[src/rtl/csi_svm_pkg.sv]
package csi_svm_pkg;

    typedef enum logic [1:0] {
        SEG_FIRST  = 2'd0,
        SEG_SECOND = 2'd1,
        SEG_NULL   = 2'd2
    } seg_e;

    localparam int NUM_SW = 6;

    // map any integer onto switch number 1..6
    function automatic int wrap_sw(int n);
        int m;
        m = n - 1;
        m = ((m % NUM_SW) + NUM_SW) % NUM_SW;
        return m + 1;
    endfunction

    function automatic logic [5:0] sw_mask(int n);
        logic [5:0] r;
        r = '0;
        r[wrap_sw(n) - 1] = 1'b1;
        return r;
    endfunction

    // active vector k conducts through switches k and k+1
    function automatic logic [5:0] active_vec(int k);
        return sw_mask(k) | sw_mask(k + 1);
    endfunction

    // null vector shorting the leg of switch s (s and s+3 share a leg)
    function automatic logic [5:0] leg_short(int s);
        return sw_mask(s) | sw_mask(s + 3);
    endfunction

endpackage

[src/rtl/csi_svm_sat.sv]
module csi_svm_sat #(
    parameter int CNT_W = 10
) (
    input  logic [CNT_W-1:0] plen_i,
    input  logic [CNT_W-1:0] a_i,
    input  logic [CNT_W-1:0] b_i,
    input  logic             valid_i,
    output logic [CNT_W-1:0] per_o,
    output logic [CNT_W-1:0] ta_o,
    output logic [CNT_W-1:0] tb_o
);
    localparam logic [CNT_W-1:0] ONE = {{(CNT_W-1){1'b0}}, 1'b1};

    logic [CNT_W-1:0] per_c;
    logic [CNT_W-1:0] ta_c;
    logic [CNT_W-1:0] rem_c;
    logic [CNT_W-1:0] tb_c;

    always_comb begin
        per_c = (plen_i == '0) ? ONE : plen_i;
        ta_c  = (a_i > per_c) ? per_c : a_i;
        rem_c = per_c - ta_c;
        tb_c  = (b_i > rem_c) ? rem_c : b_i;
        per_o = per_c;
        ta_o  = valid_i ? ta_c : '0;
        tb_o  = valid_i ? tb_c : '0;
    end
endmodule

[src/rtl/csi_svm_segdec.sv]
module csi_svm_segdec
    import csi_svm_pkg::*;
#(
    parameter int CNT_W = 10
) (
    input  logic [CNT_W-1:0] cnt_i,
    input  logic [CNT_W-1:0] ta_i,
    input  logic [CNT_W-1:0] tb_i,
    output seg_e             seg_o
);
    logic [CNT_W:0] edge_b;

    always_comb begin
        edge_b = {1'b0, ta_i} + {1'b0, tb_i};
        if (cnt_i < ta_i)
            seg_o = SEG_FIRST;
        else if ({1'b0, cnt_i} < edge_b)
            seg_o = SEG_SECOND;
        else
            seg_o = SEG_NULL;
    end
endmodule

[src/rtl/csi_svm_vecsel.sv]
module csi_svm_vecsel
    import csi_svm_pkg::*;
(
    input  logic [2:0] sec_i,
    output logic [5:0] first_o,
    output logic [5:0] second_o,
    output logic [5:0] null_o
);
    logic [5:0] lut_first  [8];
    logic [5:0] lut_second [8];
    logic [5:0] lut_null   [8];

    for (genvar g = 0; g < 8; g++) begin : g_sec
        if (g >= 1 && g <= 6) begin : g_ok
            assign lut_first[g]  = active_vec(g - 1);
            assign lut_second[g] = active_vec(g);
            // shared switch of the pair is switch g; short its leg
            assign lut_null[g]   = leg_short(g);
        end else begin : g_bad
            assign lut_first[g]  = leg_short(1);
            assign lut_second[g] = leg_short(1);
            assign lut_null[g]   = leg_short(1);
        end
    end

    assign first_o  = lut_first[sec_i];
    assign second_o = lut_second[sec_i];
    assign null_o   = lut_null[sec_i];
endmodule

[src/rtl/csi_svm_mod.sv]
module csi_svm_mod
    import csi_svm_pkg::*;
#(
    parameter int CNT_W = 10
) (
    input  logic             clk,
    input  logic             rst_n,
    input  logic [CNT_W-1:0] period_len,
    input  logic [2:0]       sector,
    input  logic [CNT_W-1:0] dwell_a,
    input  logic [CNT_W-1:0] dwell_b,
    output logic [5:0]       gate,
    output logic [1:0]       seg,
    output logic             start
);
    localparam logic [CNT_W-1:0] ONE = {{(CNT_W-1){1'b0}}, 1'b1};

    typedef struct packed {
        logic [CNT_W-1:0] cnt;
        logic [CNT_W-1:0] per;
        logic [CNT_W-1:0] ta;
        logic [CNT_W-1:0] tb;
        logic [2:0]       sec;
    } core_t;

    typedef struct packed {
        seg_e       seg;
        logic [5:0] gate;
        logic       start;
    } out_t;

    core_t core_d, core_q;
    out_t  out_d,  out_q;

    logic             wrap;
    logic             in_valid;
    logic [CNT_W-1:0] sat_per, sat_ta, sat_tb;
    seg_e             seg_nx;
    logic [5:0]       v_first, v_second, v_null;

    assign in_valid = (sector != 3'd0) && (sector != 3'd7);

    csi_svm_sat #(.CNT_W(CNT_W)) u_sat (
        .plen_i (period_len),
        .a_i    (dwell_a),
        .b_i    (dwell_b),
        .valid_i(in_valid),
        .per_o  (sat_per),
        .ta_o   (sat_ta),
        .tb_o   (sat_tb)
    );

    // period timing and boundary sampling
    always_comb begin
        wrap   = (core_q.cnt == (core_q.per - ONE));
        core_d = core_q;
        if (wrap) begin
            core_d.cnt = '0;
            core_d.per = sat_per;
            core_d.ta  = sat_ta;
            core_d.tb  = sat_tb;
            core_d.sec = in_valid ? sector : 3'd0;
        end else begin
            core_d.cnt = core_q.cnt + ONE;
        end
    end

    csi_svm_segdec #(.CNT_W(CNT_W)) u_segdec (
        .cnt_i(core_d.cnt),
        .ta_i (core_d.ta),
        .tb_i (core_d.tb),
        .seg_o(seg_nx)
    );

    csi_svm_vecsel u_vecsel (
        .sec_i   (core_d.sec),
        .first_o (v_first),
        .second_o(v_second),
        .null_o  (v_null)
    );

    // registered gate outputs, aligned with the counter
    always_comb begin
        out_d.seg   = seg_nx;
        out_d.start = (core_d.cnt == '0);
        case (seg_nx)
            SEG_FIRST:  out_d.gate = v_first;
            SEG_SECOND: out_d.gate = v_second;
            default:    out_d.gate = v_null;
        endcase
    end

    always_ff @(posedge clk or negedge rst_n) begin
        if (!rst_n) begin
            core_q.cnt  <= '0;
            core_q.per  <= ONE;
            core_q.ta   <= '0;
            core_q.tb   <= '0;
            core_q.sec  <= 3'd1;
            out_q.seg   <= SEG_NULL;
            out_q.gate  <= leg_short(1);
            out_q.start <= 1'b1;
        end else begin
            core_q <= core_d;
            out_q  <= out_d;
        end
    end

    assign gate  = out_q.gate;
    assign seg   = out_q.seg;
    assign start = out_q.start;
endmodule

[config.mk]
export PLATFORM = sky130hd
export DESIGN_NAME = csi_svm_mod
export DESIGN_NICKNAME = d
export VERILOG_FILES = /design/src/rtl/csi_svm_pkg.sv /design/src/rtl/csi_svm_sat.sv /design/src/rtl/csi_svm_segdec.sv /design/src/rtl/csi_svm_vecsel.sv /design/src/rtl/csi_svm_mod.sv
export SDC_FILE = /design/constraint.sdc
export NUM_CORES = 1
export LEC_CHECK = 0
export BUFFER_PORTS_ARGS = -buffer_cell sky130_fd_sc_hd__buf_2
export CORE_UTILIZATION = 50
export CTS_BUF_LIST = sky130_fd_sc_hd__clkbuf_8
export CTS_CLUSTER_SIZE = 20
export DETAILED_ROUTE_END_ITERATION = 6
export GPL_ROUTABILITY_DRIVEN = 0
export PLACE_DENSITY = 0.78
export SYNTH_ARGS = -nofsm -noshare
export SYNTH_HDL_FRONTEND = slang
export SYNTH_SLANG_ARGS = --single-unit
[constraint.sdc]
create_clock -name clk -period 6.9 [get_ports clk]
set_input_delay 1.035 -clock clk [delete_from_list [all_inputs] [get_ports clk]]
set_output_delay 1.035 -clock clk [all_outputs]
set_load 0.02 [all_outputs]
======== Yosys cells after proc, flatten, opt, wreduce, memory -nomap -nowiden ========
Memories as Yosys holds them, arrays and structs flattened.
Index checks and enable logic that the tools add are counted.
storage, ports and cells
  register bits ........................... 52
  memory bits (read-only) ................. 144
  input port bits ......................... 35
  output and inout bits ................... 9
  word-level logic and storage cells ...... 46
  memories kept ........................... 3
memories
  memory            depth  width  read ports  clocked after memory_dff  wr ports  line                  source
  (name not given)  8      6      1           0                         0         csi_svm_vecsel.sv:27  assign second_o = lut_second[sec_i];
  (name not given)  8      6      1           0                         0         csi_svm_vecsel.sv:26  assign first_o = lut_first[sec_i];
  (name not given)  8      6      1           0                         0         csi_svm_vecsel.sv:28  assign null_o = lut_null[sec_i];
operators by class
  $add $sub $neg .......................... 4
  order comparisons ....................... 5
  eq/ne operators ......................... 3
  multiplexer cells ....................... 17
  bitwise logic cells ..................... 1
  reductions and logical operators ........ 5
operators with widths
  cell                                                      count
  two-way mux 10 bit                                        6
  two-way mux 6 bit                                         6
  two-way mux 23 bit                                        1
  > comparator 10 bit                                       2
  logical NOT 10 bit                                        2
  one-hot mux 6 bit (2 select lines)                        1
  adder 10 x 10 -> 11 bit                                   1
  less-than comparator 10 x 11 -> 1 bit                     1
  adder 10 x 1 -> 10 bit, second input constant             1
  == test 10 bit                                            1
  less-than comparator 10 bit                               1
  subtractor 10 x 1 -> 10 bit, second input constant        1
  subtractor 10 bit                                         1
  greater-or-equal comparator 4 bit, second input constant  1
  two-way mux 2 bit                                         2
  NOT 3 -> 4 bit                                            1
  two-way mux 3 bit                                         1
  != test 3 bit, second input constant                      1
  nonzero test 3 bit                                        1
  == test 2 x 1 -> 1 bit, second input constant             1
  logical NOT 2 bit                                         1
  logical AND 1 bit                                         1

======== Logic depth before layout (Yosys ltp) ========
Gate-level depths: netlist of the first run.
  depth after elaboration ................. 15
  depth in mapped cells ................... 48

======== Modules after synthesis ========
Synthesis of the first run repeated with hierarchy kept, for this count alone.
second synthesis, totals
  cell total of the unflattened synthesis .. 513
  area total of the unflattened synthesis .. 5022.3 µm²
by module, submodules not included
  module          instances  cells an instance  area an instance (µm²)
  csi_svm_mod     1          206                2631.3
  csi_svm_sat     1          176                1306.3
  csi_svm_segdec  1          98                 835.8
  csi_svm_vecsel  1          33                 249.0

======== Worst setup path before layout of the first run ========
Ideal clock, no wire load.
  path kind ............................... input to register
  from .................................... input port period_len[7]
  to ...................................... register, netlist name gate[2]
  library setup time ...................... 0.096 ns
  data arrival time ....................... 9.573 ns
  required time ........................... 6.804 ns
  slack ................................... -2.769 ns
  stages on the path ...................... 41
  cell sequence ........................... nor4_1 -> a41o_1 -> ha_1 -> nand4_1 -> o21a_1 -> nor2b_1 -> clkbuf_1 -> mux2i_1 -> ha_1 -> nor2b_1 -> o21ai_0 -> a21oi_1 -> o21ai_0 -> nand2b_1 -> a21o_1 -> a21o_1 -> a31oi_1 -> xnor2_1 -> [... 5 more ...] -> a21oi_1 -> o31ai_1 -> ha_1 -> fa_1 -> a21o_1 -> a21oi_1 -> a211oi_4 -> maj3_4 -> a21o_1 -> and4_4 -> a311oi_2 -> ha_1 -> a2111oi_0 -> a41o_1 -> a21o_1 -> buf_6 -> and4b_1 -> a311oi_2
RTL lines
  what             line              source
  start, declared  csi_svm_mod.sv:8  input logic [CNT_W-1:0] period_len,

==> results of run 1 <==
==> kinds of logic after synthesis <==
family / share of synthesized area
multiplexers: 0.02805
adder cells (fa/ha/maj): 0.1800
flip-flops: 0.2717
AO/OA/AOI/OAI: 0.2132
buffers and inverters: 0.06052
AND/OR/NAND/NOR: 0.1847
XOR/XNOR: 0.06182
==> placed cells by master (no fill, tap or decap), drive strengths merged, types with 8 or more instances in the layout <==
cell type | synthesis | layout
a211oi | 12 | 12
a21o | 17 | 18
a21oi | 30 | 30
a31oi | 9 | 9
and2 | 8 | 8
buf | 4 | 172
dfrtp | 46 | 46
ha | 65 | 65
inv | 37 | 37
mux2i | 12 | 12
nand2 | 57 | 57
nand3 | 12 | 12
nor2 | 32 | 32
nor2b | 10 | 10
nor3 | 8 | 8
o21ai | 31 | 31
o31a | 8 | 8
xnor2 | 26 | 26
xor2 | 8 | 8
==> final cells by class <==
class,instances,area share
Multi-Input combinational cell,436,0.5484
Timing Repair Buffer,172,0.1841
Clock buffer,5,0.01036
Tap cell,129,0.02430
Inverter,39,0.02223
Sequential cell,52,0.1971
Clock inverter,3,0.01356
==> what timing repair did <==
item | in CTS | in global routing
setup endpoints to repair | 8 | 8
hold buffers | 0 | 0
gates resized for setup | 34 | 35
gates cloned | 1 | 0
pin swaps | 22 | 44
setup buffers | 18 | 13
==> power groups by stage <==
stage	Combinational [mW]	Clock, mW	Sequential, mW
2_1_floorplan	0.211	0	0.315
3_3_place_gp	0.358	0	0.314
3_5_place_dp	0.373	0	0.314
4_1_cts	0.415	0.290	0.308
5_1_grt	0.510	0.302	0.309
6_report	0.478	0.288	0.308
==> registers in the layout, indices dropped and copies added (netlist names) <==
register / cells
core_q: 43
gate: 6
seg: 2
start: 1
==> per-stage QoR <==
| stage | setup slack [ns] | std cells | setup TNS, ns | cell area (µm²) |
|---|---|---|---|---|
| after floorplan | -1.707 | 557 | -12.72 | 4938 |
| after global placement | -1.998 | 797 | -15.41 | 5894 |
| after detailed placement | -2.350 | 797 | -18.09 | 5894 |
| after CTS | -1.864 | 824 | -14.21 | 6349 |
| after global routing | -2.627 | 836 | -20.29 | 6641 |
| final | -2.338 | 836 | -18.09 | 6641 |
==> critical path: cells and delay by family <==
| kind | cells | cell delay (ns) |
|---|---|---|
| xor+xnor | 2 | 0.24 |
| buf+inv | 6 | 0.78 |
| mux | 1 | 0.18 |
| simple gates | 10 | 1.45 |
| fa+ha+maj | 5 | 1.50 |
| compound gates | 24 | 4.23 |
==> metal layers <==
| layer | track usage | share of wire |
|---|---|---|
| met4 | 0.1427 | 0.062 |
| met5 | 0 | 0 |
| met1 | 0.3477 | 0.38 |
| met3 | 0.04735 | 0.064 |
| met2 | 0.5474 | 0.50 |
==> how the worst min path moves through the flow <==
stage                     startpoint        end  slack (ns)  depth (start not counted)
after floorplan            core_q[3]  core_q[3]        0.45                          2
after global placement     core_q[3]  core_q[3]        0.47                          2
after detailed placement   core_q[3]  core_q[3]        0.48                          2
after CTS                  core_q[3]  core_q[3]        0.52                          2
after global routing       core_q[3]  core_q[3]        0.53                          2
final                      core_q[6]  core_q[6]        0.51                          2
==> flow_metrics.tcl, run 1 <==
set metrics [dict create \
    antenna_found_initial 0 \
    clk_pin_slew_ns 0.10 \
    crit_path_start "period_len[7]" \
    n_fill_cell 588 \
    ys_top_cells_by_area "dfrtp_1 24%, ha_1 17%, xnor2_1 4.7%, nand2_1 4.4%, dfstp_2 3.3%" \
    crit_fanout 6 \
    dpl.hpwl_um 10400 \
    cts.path.max_buffers 2 \
    p_total_mw 1.074 \
    violations "negative setup slack" \
    synth_top_area_share 0.2390 \
    synth_cell_types 74 \
    synth_most_common_cell "ha_1" \
    cpPeakStageDelay_ns 0.39 \
    wl_um 16510 \
    synth_commonest_cells "65 x ha_1, 57 x nand2_1, 46 x dfrtp_1, 37 x inv_1, 32 x nor2_1" \
    final_antenna_net_count 0 \
    h-tree-depth 2 \
    seqCellArea_mm2 0.001309 \
    syn_area_mm2 0.004817 \
    yosysWarnings 0 \
    crit_arrival_ns 9.47 \
    max_cap_viol_count 0 \
    skew_ns 0.01419 \
    synth_seq_cells 52 \
    grt_max_degree 53 \
    drive_gt1_frac 0.3663 \
    dieArea_mm2 0.01003 \
    seq_area_frac_synth 0.2717 \
    rows 35 \
    grt_pass1_vias 5000 \
    timing.rr.start "core_q[24]" \
    p_seq_frac 0.287 \
    worst-r2r-cell-count 27 \
    worstPathRequired_ns 7.13 \
    coreArea_mm2 0.009284 \
    endpoint_kind "flop" \
    syn-num-nets 659 \
    worstMarginPinSlew_ns 0.8039 \
    pwr-share-clk 0.268 \
    finalHoldViolations 0 \
    maxSlewViolCount 0 \
    cp_slowest_cell "o31ai_2" \
    r2r_slack_ns 0.23 \
    cellPowerDensity_mw_per_mm2 161.8 \
    async_flop_share 1.000 \
    internal-power_mw 0.7346 \
    wl_per_cell_um 19.75 \
    fin_util 0.7154 \
    cts_root_buffer "clkbuf_8" \
    leakagePower_nw 3.158 \
    power.share.combinational 0.445 \
    max-slew-margin-rel 0.4487 \
    start_kind "primary input" \
    swShare 0.3163 \
    drc_errors 0 \
    drt_first_pass_iters 7 \
    grt_pass1_wl_um 23950 \
    p_switching_mw 0.3398 \
    area_delta_synth_final_pct 37.87 \
    status "complete, but fails checks" \
    nets 808 \
    synth_ff_type "dfrtp_1" \
    num_vias 5239 \
    numPortBuffers 43 \
    setup_slack_ns -2.338 \
    setup_viol 8 \
    io_pins 44 \
    vdd_drop_max_mv 0.09156 \
    reg2reg_to "gate[0]" \
    drt_iter0_drc 335 \
    max_freq_mhz 108.3 \
    die_w_um 100.2 \
    multiInputGateArea_mm2 0.003642 \
    synth.avg_cell_area_um2 8.648 \
    crit_type "primary input to flop" \
    hold-worst-slack_ns 0.5074 \
    cts_sinks 52 \
    vias_per_cell 6.267 \
    start_util 0.5189 \
    clock_latency_ns 0.31 \
    rsz0062_at_grt "yes" \
    hold_path.class "flop to flop" \
    fin_crit_ns 9.238 \
    fin_crit_sh 1.339 \
    antennaDiodeCount 0 \
    syn_inst 557 \
    numCtsBuffers 5 \
    cts_tree "built" \
    gr-usage-all-layers 0.3023 \
    synth_edf_count 0 \
    yosys.area.top_type "dfrtp_1" \
    die_y_um 100.2 \
    crit_path_end "gate[0]" \
    gr-total-overflow 0 \
]
No activity file was read; power rests on OpenSTA's default activity.
==> run 2: changes to the inputs <==
- BUFFER_PORTS_ARGS: -buffer_cell sky130_fd_sc_hd__buf_2 -> -buffer_cell sky130_fd_sc_hd__buf_4
- CAP_MARGIN: unset -> 20
- SETUP_SLACK_MARGIN: unset -> 0.4
==> flow_metrics.tcl, run 2 (synthesis gave the netlist of run 1 again) <==
set metrics [dict create \
    status "complete, but fails checks" \
    violations "negative setup slack" \
    clk_pin_slew_ns 0.10 \
    hold_path.class "flop to flop" \
    io_pins 44 \
    regMostFlops "core_q" \
    fin_crit_sh 1.355 \
    seqCellArea_mm2 0.001309 \
    endpoint_kind "flop" \
    leakagePower_nw 3.166 \
    grt_pass1_vias 5211 \
    nets 806 \
    num_vias 5080 \
    area_delta_synth_final_pct 38.65 \
    finalHoldViolations 0 \
    use_met3 0.04248 \
    cts_tree "built" \
    die_y_um 100.2 \
    grt_pass1_wl_um 24550 \
    fin_util 0.7194 \
    clock_latency_ns 0.31 \
    crit_top_cell "a21o_1" \
    crit_type "primary input to flop" \
    dpl.hpwl_um 10510 \
    max-slew-margin-rel 0.4106 \
    numCtsBuffers 5 \
    antennaDiodeCount 0 \
    drt_iter0_drc 304 \
    final_antenna_net_count 0 \
    wl_um 16490 \
    h-tree-depth 2 \
    gr-total-overflow 0 \
    max_cap_viol_count 0 \
    multiInputGateArea_mm2 0.003643 \
    layout_common_cells "163 x buf_4, 57 x ha_1, 55 x nand2_1" \
    dieArea_mm2 0.01003 \
    largest_reg_flops 43 \
    busiest_layer "met2" \
    drc_errors 0 \
    reg_top3 "core_q (43), gate (6), seg (2)" \
    antenna_found_initial 0 \
    cellPowerDensity_mw_per_mm2 154.8 \
    n_fill_cell 625 \
    drt_first_pass_iters 6 \
    skew_ns 0.005168 \
    numPortBuffers 43 \
    max_freq_mhz 107.0 \
    start_util 0.5189 \
    maxSlewViolCount 0 \
    cts_root_buffer "clkbuf_8" \
    grt_max_degree 53 \
    setup_viol 8 \
    rows 35 \
    cp_slowest_cell "ha_1" \
    cpPeakStageDelay_ns 0.38 \
    final_common_cell "buf_4" \
    fin_crit_ns 9.347 \
    drive_gt1_frac 0.3645 \
    wl_per_cell_um 19.77 \
    gr-usage-all-layers 0.3107 \
    vias_per_cell 6.091 \
    grtUsageMet1 0.3545 \
    grtUsageMet2 0.5743 \
    crit_fanout 5 \
    rsz0062_at_grt "yes" \
    vdd_drop_max_mv 0.1016 \
    hold_buffers 0 \
    cts.path.max_buffers 2 \
    hold-worst-slack_ns 0.5131 \
    worstPathRequired_ns 7.06 \
    setup_slack_ns -2.447 \
    coreArea_mm2 0.009284 \
    start_kind "primary input" \
    setup_tns_ns -18.95 \
    cts_sinks 52 \
    die_w_um 100.2 \
    crit_arrival_ns 9.51 \
    worstMarginPinSlew_ns 0.8595 \
]
[run 2: path summary, 6_finish.rpt]
| check | startpoint | end | slack (ns) | cells past startpoint |
|---|---|---|---|---|
| min reg2reg | core_q[3] | core_q[3] | 0.51 | 2 |
| min | core_q[3] | core_q[3] | 0.51 | 2 |
| min in group asynchronous | rst_n | core_q[35] | 0.75 | 1 |
| max | period_len[8] | gate[4] | -2.45 | 47 |
| max reg2reg | core_q[23] | gate[4] | 0.19 | 29 |
| max in group asynchronous | rst_n | core_q[25] | 5.68 | 1 |
[run 2: cell type report]
class / count / area share
Timing Repair Buffer: 170 / 0.1961
Inverter: 39 / 0.02211
Tap cell: 129 / 0.02417
Clock inverter: 3 / 0.005807
Multi-Input combinational cell: 436 / 0.5455
Sequential cell: 52 / 0.1960
Clock buffer: 5 / 0.01030
[run 2: layer usage]
layer  vias up  share of wire
li1       2307              -
met1      2429           0.39
met2       245           0.49
met3        99          0.058
met4         0          0.060
met5         -              0
[run 2: worst max-delay path: cells and delay by family]
kind / cells / cell delay (ns)
fa+ha+maj: 6 / 1.78
compound gates: 23 / 4.06
simple gates: 12 / 1.63
buf+inv: 4 / 0.51
mux: 1 / 0.35
xor+xnor: 1 / 0.12
[run 2: power breakdown]
group          switching, mW  internal, mW
registers            0.00113         0.308
logic                  0.246         0.269
clock network          0.104         0.106
[run 2: what timing repair did]
item,CTS,global route
buffers inserted,17,11
pin swaps,6,37
endpoints found under the setup margin,8,8
cloned,1,0
resized for setup,34,30
[run 2: stage by stage]
step	cells	total power, mW	worst slack (ns)	instance area, µm²
finish	834	1.034	-2.447	6679
floorplan	557	0.5263	-1.707	4938
global route	834	1.080	-2.674	6679
detailed placement	797	0.6957	-2.463	6002
global placement	797	0.6830	-1.965	6002
CTS	823	0.9402	-1.958	6410
